[config.mk]
export PLATFORM = sky130hd
export DESIGN_NAME = spi_status_gen
export DESIGN_NICKNAME = d
export VERILOG_FILES = /design/src/rtl/spi_stat_pkg.sv /design/src/rtl/spi_stat_cnt.sv /design/src/rtl/spi_stat_ctrl.sv /design/src/rtl/spi_stat_dp.sv /design/src/rtl/spi_status_gen.sv
export SDC_FILE = /design/constraint.sdc
export NUM_CORES = 1
export LEC_CHECK = 0
export ABC_AREA = 1
export BUFFER_PORTS_ARGS = -buffer_cell sky130_fd_sc_hd__buf_2
export CORE_ASPECT_RATIO = 1.1
export CORE_MARGIN = 4
export CORE_UTILIZATION = 55
export CTS_CLUSTER_DIAMETER = 30
export CTS_CLUSTER_SIZE = 25
export DETAILED_ROUTE_END_ITERATION = 12
export PLACE_DENSITY = 0.78
export SETUP_SLACK_MARGIN = 0.5
export SLEW_MARGIN = 20
export SYNTH_ARGS = -nofsm -noshare
export SYNTH_HDL_FRONTEND = slang
export SYNTH_SLANG_ARGS = --single-unit
[constraint.sdc]
create_clock -name clk -period 2 [get_ports clk]
set_clock_uncertainty 0.2 [all_clocks]
set_input_delay 0.2 -clock clk [delete_from_list [all_inputs] [get_ports clk]]
set_output_delay 0.2 -clock clk [all_outputs]
set_load 0.1 [all_outputs]
[src/rtl/spi_stat_pkg.sv]
package spi_stat_pkg;

  // Clear-mask bit positions
  localparam int CLR_OVF = 0;
  localparam int CLR_UR  = 1;
  localparam int CLR_FE  = 2;
  localparam int CLR_W   = 3;

  // Strobes from control to datapath
  typedef struct packed {
    logic txPush;
    logic txPop;
    logic rxPush;
    logic rxPop;
    logic srLoad;
    logic srDone;
    logic ovfSet;
    logic ovfClr;
    logic urSet;
    logic urClr;
    logic urFlush;
    logic feSet;
    logic feClr;
  } ctlStrobes_t;

endpackage

[src/rtl/spi_stat_cnt.sv]
module spi_stat_cnt #(
  parameter int CNT_W = 6
) (
  input  logic             clk,
  input  logic             rstN,
  input  logic             push,
  input  logic             pop,
  input  logic [CNT_W-1:0] limit,
  output logic [CNT_W-1:0] cnt
);

  always_ff @(posedge clk or negedge rstN) begin
    if (!rstN) begin
      cnt <= '0;
    end else if (push && !pop) begin
      if (cnt < limit) cnt <= cnt + CNT_W'(1);
    end else if (pop && !push) begin
      if (cnt != '0) cnt <= cnt - CNT_W'(1);
    end
  end

endmodule

[src/rtl/spi_stat_ctrl.sv]
module spi_stat_ctrl
  import spi_stat_pkg::*;
(
  input  logic             enable,
  input  logic             ignUnderrun,
  input  logic             swWrite,
  input  logic             swRead,
  input  logic             txLoad,
  input  logic             txShiftDone,
  input  logic             rxLoad,
  input  logic             frameErrIn,
  input  logic             underrunIn,
  input  logic             clrStb,
  input  logic [CLR_W-1:0] clrMask,
  input  logic             rxFullNow,
  output ctlStrobes_t      stb
);

  always_comb begin
    stb         = '0;
    stb.txPush  = swWrite;
    stb.txPop   = txLoad;
    stb.rxPush  = rxLoad;
    stb.rxPop   = swRead;
    stb.srLoad  = txLoad;
    stb.srDone  = txShiftDone;
    stb.ovfSet  = rxLoad && rxFullNow;
    stb.ovfClr  = clrStb && clrMask[CLR_OVF];
    stb.urSet   = enable && underrunIn && !ignUnderrun;
    stb.urClr   = clrStb && clrMask[CLR_UR];
    stb.urFlush = !enable;
    stb.feSet   = frameErrIn;
    stb.feClr   = clrStb && clrMask[CLR_FE];
  end

endmodule

[src/rtl/spi_stat_dp.sv]
module spi_stat_dp
  import spi_stat_pkg::*;
#(
  parameter int CNT_W = 6
) (
  input  logic        clk,
  input  logic        rstN,
  input  ctlStrobes_t stb,
  input  logic        enable,
  input  logic        enhMode,
  input  logic        ignUnderrun,
  input  logic        underrunIn,
  input  logic        busyIn,
  output logic        txFull,
  output logic        txEmpty,
  output logic        rxFull,
  output logic        rxEmpty,
  output logic        srEmpty,
  output logic        busy,
  output logic        rxOvf,
  output logic        txUnderrun,
  output logic        frameErr,
  output logic        haltReq
);

  localparam int               NDIR    = 2;
  localparam logic [CNT_W-1:0] CNT_MAX = '1;
  localparam logic [CNT_W-1:0] CNT_ONE = CNT_W'(1);

  logic [CNT_W-1:0] limit;
  logic [NDIR-1:0]  pushV, popV;
  logic [CNT_W-1:0] cntV [NDIR];
  logic [NDIR-1:0]  fullV, emptyV;

  logic srHeld;
  logic urSticky;

  assign limit = enhMode ? CNT_MAX : CNT_ONE;
  assign pushV = {stb.rxPush, stb.txPush};
  assign popV  = {stb.rxPop,  stb.txPop};

  // Index 0 = transmit, 1 = receive
  for (genvar d = 0; d < NDIR; d++) begin : g_dir
    spi_stat_cnt #(.CNT_W(CNT_W)) u_cnt (
      .clk   (clk),
      .rstN  (rstN),
      .push  (pushV[d]),
      .pop   (popV[d]),
      .limit (limit),
      .cnt   (cntV[d])
    );
    assign fullV[d]  = (cntV[d] >= limit);
    assign emptyV[d] = (cntV[d] == '0);
  end

  always_ff @(posedge clk or negedge rstN) begin
    if (!rstN) begin
      srHeld   <= 1'b0;
      rxOvf    <= 1'b0;
      urSticky <= 1'b0;
      frameErr <= 1'b0;
      busy     <= 1'b0;
    end else begin
      if (stb.srLoad)      srHeld <= 1'b1;
      else if (stb.srDone) srHeld <= 1'b0;

      if (stb.ovfSet)      rxOvf <= 1'b1;
      else if (stb.ovfClr) rxOvf <= 1'b0;

      if (stb.urFlush)     urSticky <= 1'b0;
      else if (stb.urSet)  urSticky <= 1'b1;
      else if (stb.urClr)  urSticky <= 1'b0;

      if (stb.feSet)       frameErr <= 1'b1;
      else if (stb.feClr)  frameErr <= 1'b0;

      busy <= busyIn;
    end
  end

  assign txFull     = fullV[0];
  assign txEmpty    = emptyV[0];
  assign rxFull     = fullV[1];
  assign rxEmpty    = emptyV[1];
  assign srEmpty    = emptyV[0] && !srHeld;
  assign txUnderrun = enable && (ignUnderrun ? underrunIn : urSticky);
  assign haltReq    = enable && !ignUnderrun && urSticky;

endmodule

[src/rtl/spi_status_gen.sv]
module spi_status_gen
  import spi_stat_pkg::*;
#(
  parameter int CNT_W = 6
) (
  input  logic             clk,
  input  logic             rstN,
  input  logic             enable,
  input  logic             enhMode,
  input  logic             ignUnderrun,
  input  logic             swWrite,
  input  logic             swRead,
  input  logic             txLoad,
  input  logic             txShiftDone,
  input  logic             rxLoad,
  input  logic             frameErrIn,
  input  logic             underrunIn,
  input  logic             busyIn,
  input  logic             clrStb,
  input  logic [CLR_W-1:0] clrMask,
  output logic             txFull,
  output logic             txEmpty,
  output logic             rxFull,
  output logic             rxEmpty,
  output logic             srEmpty,
  output logic             busy,
  output logic             rxOvf,
  output logic             txUnderrun,
  output logic             frameErr,
  output logic             haltReq
);

  ctlStrobes_t stb;

  spi_stat_ctrl u_ctrl (
    .enable      (enable),
    .ignUnderrun (ignUnderrun),
    .swWrite     (swWrite),
    .swRead      (swRead),
    .txLoad      (txLoad),
    .txShiftDone (txShiftDone),
    .rxLoad      (rxLoad),
    .frameErrIn  (frameErrIn),
    .underrunIn  (underrunIn),
    .clrStb      (clrStb),
    .clrMask     (clrMask),
    .rxFullNow   (rxFull),
    .stb         (stb)
  );

  spi_stat_dp #(.CNT_W(CNT_W)) u_dp (
    .clk         (clk),
    .rstN        (rstN),
    .stb         (stb),
    .enable      (enable),
    .enhMode     (enhMode),
    .ignUnderrun (ignUnderrun),
    .underrunIn  (underrunIn),
    .busyIn      (busyIn),
    .txFull      (txFull),
    .txEmpty     (txEmpty),
    .rxFull      (rxFull),
    .rxEmpty     (rxEmpty),
    .srEmpty     (srEmpty),
    .busy        (busy),
    .rxOvf       (rxOvf),
    .txUnderrun  (txUnderrun),
    .frameErr    (frameErr),
    .haltReq     (haltReq)
  );

endmodule

==> results of run 1 <==
==> kinds of logic after synthesis <==
| family | Yosys count | share of synthesized area (%) |
|---|---|---|
| xor gates and xnor gates | 6 | 3.53 |
| DFF | 17 | 28.6 |
| buffers and inverters | 30 | 8.23 |
| AOI/OAI and AO/OA | 14 | 6.05 |
| and+or+nand+nor | 112 | 34.1 |
| adders and majority gates | 22 | 19.5 |
==> metrics by stage <==
| step | utilization (%) | hold WS (ns) | area, sq um | setup WS, ns |
|---|---|---|---|---|
| detailed placement | 70.1 | -0.0601 | 1780 | 0.0831 |
| floorplan | - | -0.296 | 1540 | 0.0693 |
| global placement | 70.1 | -0.0644 | 1780 | 0.181 |
| CTS | 93.0 | 0.142 | 2370 | 0.0757 |
==> synth_stat cells, types with 2 or more instances <==
master and number:
nand2_1 72, inv_1 26, ha_1 20, dfrtp_1 17, nand3_1 16, nor2_1 10, a21oi_1 7, nand4_1 4
xor2_1 4, nand2_2 3, nand2_4 3, a21oi_2 2, clkinv_4 2, fa_1 2, nand3b_1 2, xnor2_1 2
==> repair_timing <==
action,4_1_cts
setup endpoints to repair,21
endpoints found under the hold margin,22
gates resized for setup,54
hold buffers,13
setup buffers,23
pin swaps,21
==> results.json, run 1 <==
{
  "starting_density_pct": 58.5,
  "worst_endpoint_kind": "output port",
  "worstEndpointGrtRepair": "rxFull",
  "edff_count_synth": 0,
  "synth.area.top_cells": "dfrtp_1 (29%), nand2_1 (18%), ha_1 (17%)",
  "post-place-cells": 260,
  "design.portCount": 27,
  "status": "did not finish",
  "clock_tree.htree_level_count": 1,
  "detailedPlacementHpwl_mm": 2.95,
  "syn-num-nets": 240,
  "die-width_microns": 57.6,
  "synth.yosys.warnings": 0,
  "ys_async_sr_fraction_pct": 100,
  "die_h_microns": 62.6,
  "haltStage": "global routing",
  "first-error": "[ERROR DPL-0038] Utilization greater than 100%, impossible to legalize",
  "netlist_instances": 201,
  "grt_start_max_net_pins": 18,
  "buffer_depth_of_the_longest_clock_path": 2,
  "postSynthAreaPerCell_sq_um": 7.41,
  "cts_buffer_count": 3,
  "yosys_most_used_dff": "dfrtp_1",
  "globalplace.congestion": 0.854,
  "synth.ff_latch_count": 17,
  "synth.top_cell.area_share_pct": 28.6,
  "cts-root-buf": "clkbuf_4",
  "synth_largest_area_cell": "dfrtp_1",
  "mappedNetlistArea_sq_um": 1490,
  "std_cell_rows": 19,
  "io_buffer_count": 26,
  "synth_cell_type_count": 25,
  "synth.yosys.seq_area_share_pct": 28.6,
  "numClockSinks": 17
}
==> run 2: changes to the inputs <==
- CORE_ASPECT_RATIO: 1.1 -> unset
- CORE_UTILIZATION: 55 -> 40
- CTS_CLUSTER_DIAMETER: 30 -> unset
- CTS_CLUSTER_SIZE: 25 -> unset
- PLACE_DENSITY: 0.78 -> unset
- PLACE_DENSITY_LB_ADDON: unset -> 0.15
- SETUP_SLACK_MARGIN: 0.5 -> unset
==> run 2 against run 1 <==
  * The run now ends clean
  * Area after synthesis did not move
  * Synthesized cell count unchanged
==> results.json, run 2 <==
{
  "route.detailed.vias_per_inst": 4.71,
  "sequentialPowerShare_pct": 23.4,
  "path_buf_inv": 1,
  "setup_tns_ns": 0,
  "synth.area.top_cells": "dfrtp_1 (29%), nand2_1 (18%), ha_1 (17%)",
  "cts.reportedPaths.clkPinSlew_ns": 0.07,
  "internal_power_consumption_w": 0.00139,
  "grt_util_all_layers_pct": 14.4,
  "grt_start_max_net_pins": 18,
  "drt_first_iter_violations": 32,
  "worst-endpoint-required_ns": 1.60,
  "antenna_violations_before_repair": 0,
  "netlist_instances": 201,
  "remaining_drc_errors": 0,
  "worst_setup_path_start_kind": "flip-flop",
  "edff_count_synth": 0,
  "std_cell_rows": 21,
  "fraction_of_met3_tracks_used_by_global_routing_pct": 2.33,
  "commonest_cells_after_routing_fill_and_taps_aside": "nand2_1 (72), inv_1 (26), buf_2 (23)",
  "critical_path.top_delay_family": "flip-flops",
  "nNetsFinal": 286,
  "synth_cell_type_count": 25,
  "final-instance-count-excl-fill": 292,
  "die_h_microns": 69.0,
  "globalplace.congestion": 0.806,
  "timing.setup.critical_path_class": "flip-flop to output pin",
  "synthXorXnorAreaFrac_pct": 3.53,
  "synth.top_cell.area_share_pct": 28.6,
  "timing.slew.headroom_pct": 67.3,
  "hold_path_class": "input port to flip-flop",
  "detailed_place.area_sq_um": 1740,
  "number_of_setup_violations_in_the_final_report": 0,
  "critical-path-slowest-cell": "dfrtp_1",
  "finalPower_w": 0.00293,
  "synth_fa_ha_area_share_pct": 19.5,
  "placement.setup.worst_slack_ns": 0.115,
  "combinationalPowerShare_pct": 67.8,
  "grt_first_pass_wirelength_mm": 5.82,
  "mappedNetlistArea_sq_um": 1490,
  "simple_gate_fraction_of_synth_area_pct": 34.1,
  "clock_tree.htree_level_count": 1,
  "timing.critical_path.mode_cell": "nand2_1",
  "p_clk_share_pct": 8.8,
  "synth_largest_area_cell": "dfrtp_1",
  "top_register": "u_dp.g_dir.u_cnt.cnt",
  "cts_buffer_count": 3,
  "synth_top_family_by_area": "simple AND/OR/NAND/NOR gates",
  "yosys_most_used_dff": "dfrtp_1",
  "numClockSinks": 17,
  "crit_chain": "ha_1 -> nand2_1 -> nor2_1 -> nand2_1 -> nand3_4 -> buf_12",
  "detailedPlacementHpwl_mm": 2.55,
  "layout_cell_share_with_drive_strength_beyond_1_pct": 23.2,
  "layout.cells.most_common": "nand2_1",
  "slowest_delay_ns": 0.44,
  "grt_util_met1_pct": 21.1,
  "postSynthAreaPerCell_sq_um": 7.41,
  "hold_violations": 0,
  "grt_busiest_layer": "met2",
  "num_antenna_cells": 0,
  "max_clock_freq_mhz": 519,
  "grt_pass1_vias": 1316,
  "rr_startpoint": "u_dp.g_dir[1].u_cnt.cnt[5]$_DFFE_PN0P_",
  "insertion_delay_ns": 0.25,
  "design.core.area_sq_um": 3470,
  "timing.hold.worst_path_depth": 3,
  "cp-end-kind": "output pin",
  "synth.yosys.warnings": 0,
  "io_buffer_count": 26,
  "syn-num-nets": 240,
  "timing.hold.worst_endpoint": "u_dp.frameErr$_DFFE_PN0P_",
  "rrSetupSlack_ns": 0.22,
  "routed_wl_mm": 3.17,
  "design.portCount": 27,
  "rsz0062_at_grt": "yes",
  "floorplan.die_area_sq_um": 4760,
  "post-route-cell-area_sq_um": 1920,
  "r2r_end": "u_dp.g_dir[1].u_cnt.cnt[0]$_DFFE_PN0P_",
  "cts_tree": "built",
  "ir_drop_uv": 670,
  "synth_mux_area_share_pct": 0,
  "area_growth_syn_to_layout_pct": 28.7,
  "post-route-period-util_pct": 96.3,
  "buffer_depth_of_the_longest_clock_path": 2,
  "post-place-cells": 276,
  "final-max-slew-violation-count": 0,
  "largest_register_ff_count": 12,
  "grt_overflow_total": 0,
  "use_met2_pct": 21.7,
  "synth_compound_area_share_pct": 6.05,
  "cts-root-buf": "clkbuf_8",
  "pwr_density_cell_nw_per_um2": 1530,
  "top_post_synthesis_cells_by_count": "nand2_1 (72), inv_1 (26), ha_1 (20)",
  "timing.critical_path.fanout_max": 4,
  "first_pass_iters": 4,
  "worst-slew-pin-transition_ns": 0.494,
  "final_routed_wire_length_divided_by_cell_count_microns": 10.9,
  "status": "finished clean",
  "starting_density_pct": 42.9,
  "min_from": "clrMask[2]",
  "synth.ff_latch_count": 17,
  "synth_most_common_cell": "nand2_1",
  "setup_slack_ns": 0.0741,
  "time_the_final_worst_path_needs_with_i_o_delays_and_setup_ns": 1.93,
  "switching_share_pct": 52.7,
  "drt.antenna.violating_nets": 0,
  "ys_async_sr_fraction_pct": 100,
  "leakagePower_nw": 1.09,
  "cap_viol_max_count": 0,
  "route.vias.total": 1374,
  "worst-r2r-cell-count": 8,
  "cp_data_arrival_time_ns": 1.53,
  "die-width_microns": 69.0,
  "switching_power_w": 0.00155,
  "synth.yosys.seq_area_share_pct": 28.6
}
==> run 2: layout make-up <==
| class | count | area [sq um] |
|---|---|---|
| clock inverter | 1 | 5.00 |
| clock buffer | 3 | 41.3 |
| tap | 46 | 57.6 |
| fill | 370 | 1550 |
| inverter | 30 | 123 |
| multi-input combinational | 154 | 966 |
| timing repair buffer | 41 | 295 |
| sequential | 17 | 429 |
==> run 2: worst max-delay path by stage <==
stage,depth (start not counted),slack [ns],to,start
after floorplan,3,-0.17,txUnderrun,u_dp.urSticky$_DFFE_PN0P_
final,6,0.07,txFull,u_dp.g_dir[0].u_cnt.cnt[3]$_DFFE_PN0P_
after CTS,4,0.004,rxFull,u_dp.g_dir[1].u_cnt.cnt[5]$_DFFE_PN0P_
after global placement,9,0.11,u_dp.g_dir[0].u_cnt.cnt[3]$_DFFE_PN0P_,enhMode
after global routing,6,-0.05,txFull,u_dp.g_dir[0].u_cnt.cnt[4]$_DFFE_PN0P_
after detailed placement,9,0.12,u_dp.g_dir[0].u_cnt.cnt[3]$_DFFE_PN0P_,enhMode
==> run 2: worst min-delay path: cells and delay by family <==
family | cells | cell delay, ns
buffers and inverters | 1 | 0.10
and+or+nand+nor | 1 | 0.06
AOI/OAI and AO/OA | 1 | 0.10
==> run 2: power groups by stage <==
stage	combinational [W]	sequential (W)	clock, W
after floorplan	0.00141	0.000717	0
after global placement	0.00188	0.000695	0
after detailed placement	0.00191	0.000693	0
after CTS	0.00192	0.000686	0.000269
after global routing	0.00228	0.000714	0.000282
final	0.00199	0.000686	0.000259
==> run 2: through the flow <==
step	util, %	hold slack (ns)
4_1_cts	53.9	0.0372
2_1_floorplan	-	-0.296
3_3_place_gp	50.2	-0.0614
5_1_grt	55.3	0.0424
3_5_place_dp	50.2	-0.0591
6_report	55.3	0.0420
==> run 2: per-layer routing <==
metal | routed length [microns] | part of all wire (%)
met3 | 159 | 5.0
met5 | 0 | 0
met2 | 1320 | 42
met1 | 1660 | 52
met4 | 37 | 1.2
==> run 2: logic make-up (layout without fill, tap and decap cells) <==
logic type | count (synthesis) | after routing
AND/OR/NAND/NOR | 112 | 112
XOR/XNOR | 6 | 6
flip-flops | 17 | 17
adder cells (fa/ha/maj) | 22 | 22
AO/OA/AOI/OAI | 14 | 14
buffers and inverters | 30 | 75
==> run 2: timing repair <==
item | CTS | global route
setup endpoints to repair | 0 | 3
hold endpoints to repair | 22 | 0
setup buffers | 0 | 4
gates resized for setup | 0 | 5
hold buffers | 8 | 0
No activity file was read; power rests on OpenSTA's default activity.
